## src/rtl/i2s_frame_capture.sv

```systemverilog
module i2s_frame_capture #(
  parameter int LANES     = 4,
  parameter int WORD_BITS = 32
) (
  input  logic                       clk,
  input  logic                       rst_n,
  input  logic                       enable,
  input  logic                       sck,
  input  logic                       ws,
  input  logic [LANES-1:0]           sd,
  output logic [LANES*WORD_BITS-1:0] left_words,
  output logic [LANES*WORD_BITS-1:0] right_words,
  output logic                       frame_valid,
  output logic                       phase_err
);
  localparam int CW = $clog2(WORD_BITS + 2);
  localparam logic [CW-1:0] FULL = CW'(WORD_BITS);
  localparam logic [CW-1:0] OVER = CW'(WORD_BITS + 1);
  localparam logic [CW-1:0] ONE  = CW'(1);

  logic [1:0]       sck_q, ws_q;
  logic             sck_d;
  logic [LANES-1:0] sd_q1, sd_q2;
  logic             primed, whole, prev_ws, locked;
  logic [CW-1:0]    cnt;

  wire bit_ws     = ws_q[1];
  wire rise       = sck_q[1] & ~sck_d;
  wire boundary   = primed & (bit_ws != prev_ws);
  wire good       = whole & (cnt == FULL);
  wire overrun    = primed & ~boundary & (cnt == FULL);
  wire take_left  = rise & locked & boundary & good & ~prev_ws;
  wire take_right = rise & locked & boundary & good & prev_ws;
  wire bad        = rise & locked & ((boundary & ~good) | overrun);
  wire acquire    = rise & ~locked & boundary & good & prev_ws;

  always_ff @(posedge clk or negedge rst_n) begin
    if (!rst_n) begin
      sck_q <= '0; ws_q <= '0; sck_d <= 1'b0; sd_q1 <= '0; sd_q2 <= '0;
      primed <= 1'b0; whole <= 1'b0; prev_ws <= 1'b0; locked <= 1'b0;
      cnt <= '0; frame_valid <= 1'b0; phase_err <= 1'b0;
    end else if (!enable) begin
      sck_q <= '0; ws_q <= '0; sck_d <= 1'b0; sd_q1 <= '0; sd_q2 <= '0;
      primed <= 1'b0; whole <= 1'b0; prev_ws <= 1'b0; locked <= 1'b0;
      cnt <= '0; frame_valid <= 1'b0; phase_err <= 1'b0;
    end else begin
      sck_q       <= {sck_q[0], sck};
      ws_q        <= {ws_q[0], ws};
      sck_d       <= sck_q[1];
      sd_q1       <= sd;
      sd_q2       <= sd_q1;
      frame_valid <= take_right;
      phase_err   <= bad;
      if (bad)          locked <= 1'b0;
      else if (acquire) locked <= 1'b1;
      if (rise) begin
        if (!primed) begin
          primed  <= 1'b1;
          prev_ws <= bit_ws;
          cnt     <= ONE;
        end else if (boundary) begin
          prev_ws <= bit_ws;
          cnt     <= ONE;
          whole   <= 1'b1;
        end else if (cnt == FULL) begin
          cnt <= OVER;
        end else if (cnt != OVER) begin
          cnt <= cnt + ONE;
        end
      end
    end
  end

  for (genvar g = 0; g < LANES; g++) begin : g_lane
    logic [WORD_BITS-1:0] lsr, rsr;
    always_ff @(posedge clk or negedge rst_n) begin
      if (!rst_n) begin
        lsr <= '0; rsr <= '0;
        left_words[g*WORD_BITS +: WORD_BITS]  <= '0;
        right_words[g*WORD_BITS +: WORD_BITS] <= '0;
      end else if (!enable) begin
        lsr <= '0; rsr <= '0;
        left_words[g*WORD_BITS +: WORD_BITS]  <= '0;
        right_words[g*WORD_BITS +: WORD_BITS] <= '0;
      end else begin
        if (rise) begin
          if (bit_ws) rsr <= {rsr[WORD_BITS-2:0], sd_q2[g]};
          else        lsr <= {lsr[WORD_BITS-2:0], sd_q2[g]};
        end
        if (take_left)  left_words[g*WORD_BITS +: WORD_BITS]  <= lsr;
        if (take_right) right_words[g*WORD_BITS +: WORD_BITS] <= rsr;
      end
    end
  end
endmodule

```

## config.mk

```make
export PLATFORM = sky130hd
export DESIGN_NAME = i2s_frame_capture
export DESIGN_NICKNAME = d
export VERILOG_FILES = /design/src/rtl/i2s_frame_capture.sv
export SDC_FILE = /design/constraint.sdc
export NUM_CORES = 1
export LEC_CHECK = 0
export BUFFER_PORTS_ARGS = -buffer_cell sky130_fd_sc_hd__buf_2
export CAP_MARGIN = 20
export CORE_ASPECT_RATIO = 1.25
export CORE_MARGIN = 4
export CORE_UTILIZATION = 40
export CTS_BUF_LIST = sky130_fd_sc_hd__clkbuf_4
export CTS_CLUSTER_SIZE = 10
export DETAILED_ROUTE_END_ITERATION = 12
export GPL_TIMING_DRIVEN = 0
export HOLD_SLACK_MARGIN = 0.08
export PLACE_DENSITY = 0.7
export SLEW_MARGIN = 20
export SYNTH_ARGS = -nofsm -noshare
export SYNTH_HDL_FRONTEND = slang
export SYNTH_SLANG_ARGS = --single-unit
```

## constraint.sdc

```tcl
create_clock -name clk -period 1.9 [get_ports clk]
set_input_delay 0.19 -clock clk [delete_from_list [all_inputs] [get_ports clk]]
set_output_delay 0.19 -clock clk [all_outputs]
set_load 0.005 [all_outputs]
```

Word-level counts from Yosys, hierarchy flattened
Index checks and enable logic that the tools add are counted.
Operators by class
  $add $sub $neg: 1
  equality and inequality tests: 13
  muxes and demuxes: 66
  bitwise logic cells: 22
  reductions and logical operators: 5
Operators by type and width (number)
  two-way mux 32 bit: 40
  two-way mux 6 bit: 6
  bitwise AND 1 bit: 16
  two-way mux 1 bit: 16
  inequality test 2 x 1 -> 1 bit, second input constant: 6
  two-way mux 4 bit: 2
  AND reduction 2 bit: 4
  adder 6 x 1 -> 6 bit, second input constant: 1
  equality test 6 bit, second input constant: 1
  inequality test 6 bit, second input constant: 1
  inequality test 5 x 2 -> 1 bit, second input constant: 1
  NOT 1 bit: 5
  two-way mux 2 bit: 2
  inequality test 3 x 1 -> 1 bit, second input constant: 1
  inequality test 3 x 2 -> 1 bit, second input constant: 1
  AND reduction 3 bit: 1
  inequality test 2 bit, second input constant: 1
  inequality test 1 bit: 1
  OR 1 bit: 1
Storage, ports and cells
  flip-flop bits (word level): 537
  input bits: 9
  output and inout port bits: 258
  word-level logic and storage cells: 135

Depth between registers and ports, before layout
Gate-level depths: netlist of run 1.
  word-level depth: 9
  gate-level depth with buffers: 8
  mapped depth without buffers: 6

Worst setup path after synthesis of run 1
OpenSTA, ideal clock, no wires.
  path type: reg-to-reg
  start: register cnt[3]
  end: register left_words[32]
  setup time: 121 ps
  arrival time: 1838 ps
  required time: 1779 ps
  setup slack: -59 ps
  cell stages (with the launch flop): 8
  buffers on the path: 3
  period minus slack after synthesis: 1959 ps
  cell sequence: dfrtp_1 -> nor4b_4 -> and4_1 -> buf_2 -> a21oi_2 -> buf_2 -> buf_2 -> a22o_1
Between the ends
  word-level cells in the longest chain between the ends: 5
Ends and longest elaborated chain
  from (decl): line 25  | logic [CW-1:0] cnt;
  from (signal assigned): line 68  | cnt <= cnt + ONE;
  equality test 6 bit: line 30  | wire good = whole & (cnt == FULL);
  bitwise AND 1 bit: line 30
  bitwise AND 1 bit (2 in series): line 32  | wire take_left = rise & locked & boundary & good & ~prev_ws;
  inequality test 2 x 1 -> 1 bit (no line)
  to (signal, indexed assignment): line 90  | if (take_left) left_words[g*WORD_BITS +: WORD_BITS] <= lsr;
  to (decl): line 11  | output logic [LANES*WORD_BITS-1:0] left_words,
No other way between the ends.
A chain may end at the register's enable or synchronous reset.

Worst setup path after layout of run 1
  start: register cnt[4]
  end: register left_words[60]
Same word-level chain as after synthesis.

==> results of run 1 <==
cell type report:
class	instances	area share (%)
flip-flops and latches	537	48.6
plain buffers	195	5.03
repair buffers	353	10.4
clock inverters	30	1.12
clock buffers	180	4.89
diodes	1	0.00905
multi-input cells	1363	26.9
well taps	672	3.04
inverters	6	0.0814
path summary, 6_finish.rpt:
| check | start | to | slack [ns] | cells past startpoint |
|---|---|---|---|---|
| max | cnt[4] | left_words[60] | -0.16 | 8 |
| min | rst_n | right_words[98] | 0.36 | 3 |
| max reg2reg | cnt[4] | left_words[60] | -0.16 | 8 |
| min reg2reg | sd_q1[3] | sd_q2[3] | 0.42 | 1 |
| max in group asynchronous | rst_n | left_words[53] | 0.13 | 5 |
| min in group clk | sd_q1[3] | sd_q2[3] | 0.42 | 1 |
logic make-up (layout without fill, tap and decap cells):
kind of cell | count (synthesis) | in the layout | synth area share, %
other | 0 | 1 | 0
adders and majority gates | 3 | 3 | 0.177
buffers and inverters | 207 | 764 | 3.90
xor gates and xnor gates | 1 | 1 | 0.0413
and+or+nand+nor | 822 | 822 | 17.5
AOI/OAI and AO/OA | 537 | 537 | 15.1
DFF | 537 | 537 | 63.3
where the power goes:
part	internal (mW)	switching (mW)	total (mW)	leakage (nW)
Combinational	0.245	0.652	0.897	5.09
Clock	5.30	4.60	9.91	0.981
Sequential	11.5	0.0231	11.5	7.49
state kept, by name, summed over array words and instances, names as in the netlist, 2 cells and up:
| signal | count |
|---|---|
| g_lane.rsr | 128 |
| cnt | 6 |
| sck_q | 2 |
| right_words | 128 |
| sd_q1 | 4 |
| g_lane.lsr | 128 |
| sd_q2 | 4 |
| left_words | 128 |
| ws_q | 2 |
worst register-to-register path: stages (launching register included):
cell and delay [ns]:
dfrtp_1 0.46, nor4b_4 0.30, buf_4 0.18, nand4_4 0.15, nor3_4 0.24, buf_12 0.19, buf_12 0.17, clkbuf_16 0.15
a22o_1 0.12
layout by cell type, fill, tap and decap left out, drive strengths merged, types with 3 or more instances in the layout:
cell and count:
ha 3, nand2b 3, a22o 127, bufinv 7, nand4 131, o21ai 135, nand3 132, nor2 6
clkbuf 353, buf 357, dfrtp 537, clkinv 15, a211oi 3, a21oi 262, dlygate4sd3 17, nand2 520
inv 12, and2 15
timing repair:
item	CTS	global route
endpoints found under the hold margin	297	0
resized for setup	151	376
hold buffers	17	0
buffers inserted	17	13
pin swaps	57	129
endpoints found under the setup margin	504	502
cloned	8	30
metal layers:
metal / global-route usage [%] / routed length, um / vias up
li1: - / - / 8394
met4: 8.96 / 1590 / 0
met3: 6.72 / 4380 / 108
met5: 0 / 0 / -
met2: 34.5 / 31300 / 617
met1: 24.7 / 24600 / 8986
stage by stage:
step | utilization (%) | instance area, um^2
finish | 52.6 | 27700
global route | 52.6 | 27700
CTS | 49.7 | 26100
detailed placement | 44.8 | 23600
global placement | 44.5 | 23400
floorplan | - | 21300
==> summary.md, run 1 <==
| Metric | Value |
|---|---|
| WP data required | 2.74 ns |
| Clock Pin Slew Worst Setup and Hold Paths | ~0.070 ns |
| Worst Hold Class | in2async |
| Area occupied by multi-input gates | around 7400 um^2 |
| Period Utilization, post-route | 108% |
| Fill cell count | 4,597 |
| Highest clock rate | 485 MHz |
| Worst-Margin Slew | 0.925 ns |
| H-tree Lvls | 4 |
| Netlist cell types | 41 |
| Critical path fanouts, max | 7 |
| Via count | 18,105 |
| Crit Path Class | reg2reg |
| Layout cell share with drive strength beyond 1 | ~29% |
| TritonRoute pass-1 iters | 6 |
| WHS | 0.356 ns |
| Placed cells | 3,049 |
| Total routed wirelength | 61.9 mm |
| Post-synth EDFFs | 0 |
| Yosys warnings | 0 |
| Most frequent cell after synthesis | dfrtp_1 |
| Max Slew Vio Count | 0 |
| Synthesized area | 21,200 um^2 |
| Delay-heaviest family, CP | simple AND/OR/NAND/NOR gates |
| Non-filler cells, final | 3,337 |
| Port bufs | 265 |
| Startpoint types | flip-flop |
| DR WL/cell | between 15 and 20 um |
| Static Leakage | 13.6 nW |
| Initial Util | around two fifths |
| Die Ht | between 200 and 300 um |
| Final setup vio count | 250 |
| Final hold violations | 0 |
| Top cells by area, synth | dfrtp_1 (63%), nand2_1 (9.2%), a21oi_1 (6.2%) |
| Part of the Yosys area used for sequential elements | 63.3% |
| Setup WS post-layout | -0.161 ns |
| Setup TNS | -24.00 ns |
| Post-synth top cells | dfrtp_1 (537), nand2_1 (520), a21oi_1 (261) |
| Pwr Density | 806 nW/um^2 |
| Worst skew pair latency | around 0.94 ns |
| Post-Syn Instances | between 2,000 and 2,500 |
| Pin count of the biggest net entering global routing | 107 |
| Share of the synthesized area in the top cell type | 63.3% |
| Row count | 94 |
| Final #Nets | 2,604 |
| Power Total | 22.3 mW |
| Ports | 267 |
| Relative slew slack | 38.3% |
| Num CTS Buffers | 136 |
| Async set or reset register ratio after synthesis | 100% |
| FF+latch count, synth | 537 |
| Initial DRC Count | 1,295 |
| Maximum vdd drop | between 0.0004 and 0.0005 V |
| Initial antenna violation count | 1 |
| Crit-path max cell delay | 0.46 ns |
| Total gr overflow | 0 |
| CTS Root Buffer Type | clkbuf_4 |
| Violated checks | setup timing |
| Sequential cell area | 13,400 um^2 |
| CTS tree | built |
| Clk_skew | 0.0592 ns |
| # DRC | 0 |
| First-pass GRT wire length | 95.4 mm |
| Synth Flop Type | dfrtp_1 |
| Gpl congestion | around 0.85 |
| Mapped Nets | between 2,000 and 2,500 |
| Die width | 214 um |
| Core Area | 52,600 um^2 |
| Dpl hpwl | 40.1 mm |
| Avg Synthesized Cell Area | 10.1 um^2 |
| CP bufs+invs | 4 |
| CP arrival | 2.90 ns |
| # clock sinks | 537 |
| Largest area contributor in the netlist | dfrtp_1 |
| RSZ-0062 raised after global routing | yes |
| Top cell by count, worst path | buf_12 |
| Vias in the first global route | between 15,000 and 20,000 |
| Tmin final | 2.06 ns |
| Die ar. | between 50,000 and 60,000 um^2 |
| Tot GR Track Use | between 20 and 25% |
| Vias per cell | between 5 and 6 |
| Antenna viol nets, final | 0 |
| CTS Buffer Depth | 3 |
| Pre-CTS setup slack | -0.957 ns |
| Crit path cell chain | nor4b_4, buf_4, nand4_4, nor3_4, buf_12, buf_12, clkbuf_16, a22o_1 |
| Area grow syn2layout | 30.3% |
| Maxcap violations | 0 |
| Critical Path End Type | flip-flop |
| Crit-path slowest cell | dfrtp_1 |
| Status | complete, but fails checks |
(Power assumes the default switching activity.)
==> run 2, diff against run 1 <==
Settings changed: CTS_BUF_LIST sky130_fd_sc_hd__clkbuf_4 to not set.
==> run 2 against run 1 <==
Net effect: the run still ends with setup timing left; critical path depth grew 1; routed wire length shrank 4.4%; power grew 1.5%; highest routed layer unchanged; utilization shrank 2.3 points.
==> summary.md, run 2 (synthesis results as in run 1) <==
| Metric | Value |
|---|---|
| TritonRoute pass-1 iters | 5 |
| Static Leakage | 13.0 nW |
| Violated checks | setup timing |
| Commonest non-fill, non-tap cell in the layout | dfrtp_1 |
| Die width | approximately 210 um |
| Highest clock rate | 495 MHz |
| Maximum vdd drop | 0.000728 V |
| Clock Pin Slew Worst Setup and Hold Paths | 0.05 ns |
| Crit-path max cell delay | 0.43 ns |
| WP data required | 2.38 ns |
| CTS tree | built |
| Worst-Margin Slew | 0.876 ns |
| Crit path cell chain | inv_1, ha_4, and4_1, buf_6, a21oi_4, buf_12, buf_12, clkbuf_16, a22o_1 |
| Initial Util | between 40% and 50% |
| Final Util | 50.4% |
| Commonest non-fill, non-tap cells in the layout | dfrtp_1 (533), nand2_1 (520), buf_2 (273) |
| Final hold violations | 0 |
| Placed cells | 3,049 |
| Final #Nets | 2,495 |
| Maxcap violations | 0 |
| Max Slew Vio Count | 0 |
| Fin area | 26,500 um^2 |
| Die ar. | 56,900 um^2 |
| # DRC | 0 |
| Pwr Density | approximately 850 nW/um^2 |
| Startpoint types | flip-flop |
| Final setup vio count | 168 |
| Critical path fanouts, max | 8 |
| Dpl hpwl | 40.1 mm |
| # clock sinks | 537 |
| Delay-heaviest family, CP | buffers and inverters |
| Sequential cell area | 13,400 um^2 |
| Relative slew slack | 41.6% |
| Area occupied by multi-input gates | about 7100 um^2 |
| Pin count of the biggest net entering global routing | 107 |
| First-pass GRT wire length | between 90 and 100 mm |
| Status | complete, but fails checks |
| Die Ht | 266 um |
| CTS Root Buffer Type | clkbuf_16 |
| DR WL/cell | 18.7 um |
| Row count | 94 |
| Initial DRC Count | 1,174 |
| CP arrival | 2.50 ns |
| Worst skew pair latency | 0.62 ns |
| Via count | 17,248 |
| Period Utilization, post-route | 106% |
| Ports | 267 |
| Gpl congestion | 0.852 |
| Num CTS Buffers | 60 |
| Total routed wirelength | 59.2 mm |
| Crit-path slowest cell | dfrtp_1 |
| CTS Buffer Depth | 3 |
| RSZ-0062 raised after global routing | yes |
| Tot GR Track Use | 20.2% |
| Vias per cell | 5.45 |
| Layout cell share with drive strength beyond 1 | around 21% |
| Tmin final | 2.02 ns |
| Initial antenna violation count | 1 |
| Fill cell count | 4,705 |
| Setup WS post-layout | -0.119 ns |
| Vias in the first global route | 17,156 |
| Antenna viol nets, final | 0 |
| Area grow syn2layout | 24.7% |
| DP Area | around 24,000 um^2 |
| Core Area | 52,600 um^2 |
| Worst Hold Class | in2async |
| Non-filler cells, final | approximately 3,200 |
| Port bufs | 265 |
| CP bufs+invs | 5 |
| H-tree Lvls | 2 |
| Clk_skew | 0.0284 ns |
| Total gr overflow | 0 |
| Top cell by count, worst path | buf_12 |
| Crit Path Class | reg2reg |
| Critical Path End Type | flip-flop |
## run 2: cell types whose count changed in the layout (fill, tap and decap cells not counted), sizes merged
cell         change
buf              +2
bufinv           -5
clkinvlp         -2
dlygate4sd3     -10
clkbuf         -141
bufbuf           -1
clkinv          -12
inv              -6
## run 2: report_power, final
part / internal, mW / leakage [nW] / total [mW] / switching (mW)
clock: 5.90 / 0.804 / 10.2 / 4.35
combinational: 0.236 / 4.69 / 0.878 / 0.642
sequential: 11.5 / 7.49 / 11.5 / 0.0235
## run 2: final cells by class
cell class	count	area share [%]
Clock buffer	63	5.79
Sequential cell	537	50.8
Tap cell	672	3.18
Timing Repair Buffer	319	8.28
Buffer	196	4.80
Multi-Input combinational cell	1363	26.7
Clock inverter	5	0.411
Antenna cell	1	0.00945
Inverter	6	0.0851
## run 2: routing by layer
layer	vias to the layer above	track usage (%)	part of all wire [%]
met1	8596	25.2	40
met2	469	34.3	49
met5	-	0	0
met3	120	5.45	7.0
li1	8063	-	-
met4	0	6.99	3.3
## run 2: through the flow
stage / setup TNS, ns / hold WS [ns] / worst slack, ns / power (mW)
3_5_place_dp: -270.86 / 0.185 / -0.957 / 12.4
6_report: -10.17 / 0.140 / -0.119 / 22.6
3_3_place_gp: -5497.61 / 0.407 / -9.86 / 12.4
2_1_floorplan: 0 / -0.106 / 0.00365 / 12.0
5_1_grt: -34.40 / 0.164 / -0.212 / 23.5
4_1_cts: -7.83 / 0.121 / -0.0963 / 22.9
## run 2: path summary, 6_finish.rpt
| path | startpoint | to | slack (ns) | depth (start not counted) |
|---|---|---|---|---|
| min in group clk | sd[1] | sd_q1[1] | 0.36 | 3 |
| worst max register to register | cnt[0] | left_words[54] | -0.12 | 9 |
| worst min-delay path | rst_n | right_words[7] | 0.14 | 2 |
| max in group asynchronous | rst_n | g_lane[1].lsr[20] | 0.38 | 4 |
| worst min register to register | sd_q1[1] | sd_q2[1] | 0.44 | 1 |
| worst max-delay path | cnt[0] | left_words[54] | -0.12 | 9 |
## run 2: timing repair
| item | in CTS | in global routing |
|---|---|---|
| endpoints found under the hold margin | 234 | 0 |
| pin swaps | 63 | 54 |
| gates resized for setup | 158 | 174 |
| endpoints found under the setup margin | 504 | 497 |
| gates cloned | 7 | 10 |
| buffers inserted | 17 | 9 |
| hold buffers | 7 | 0 |
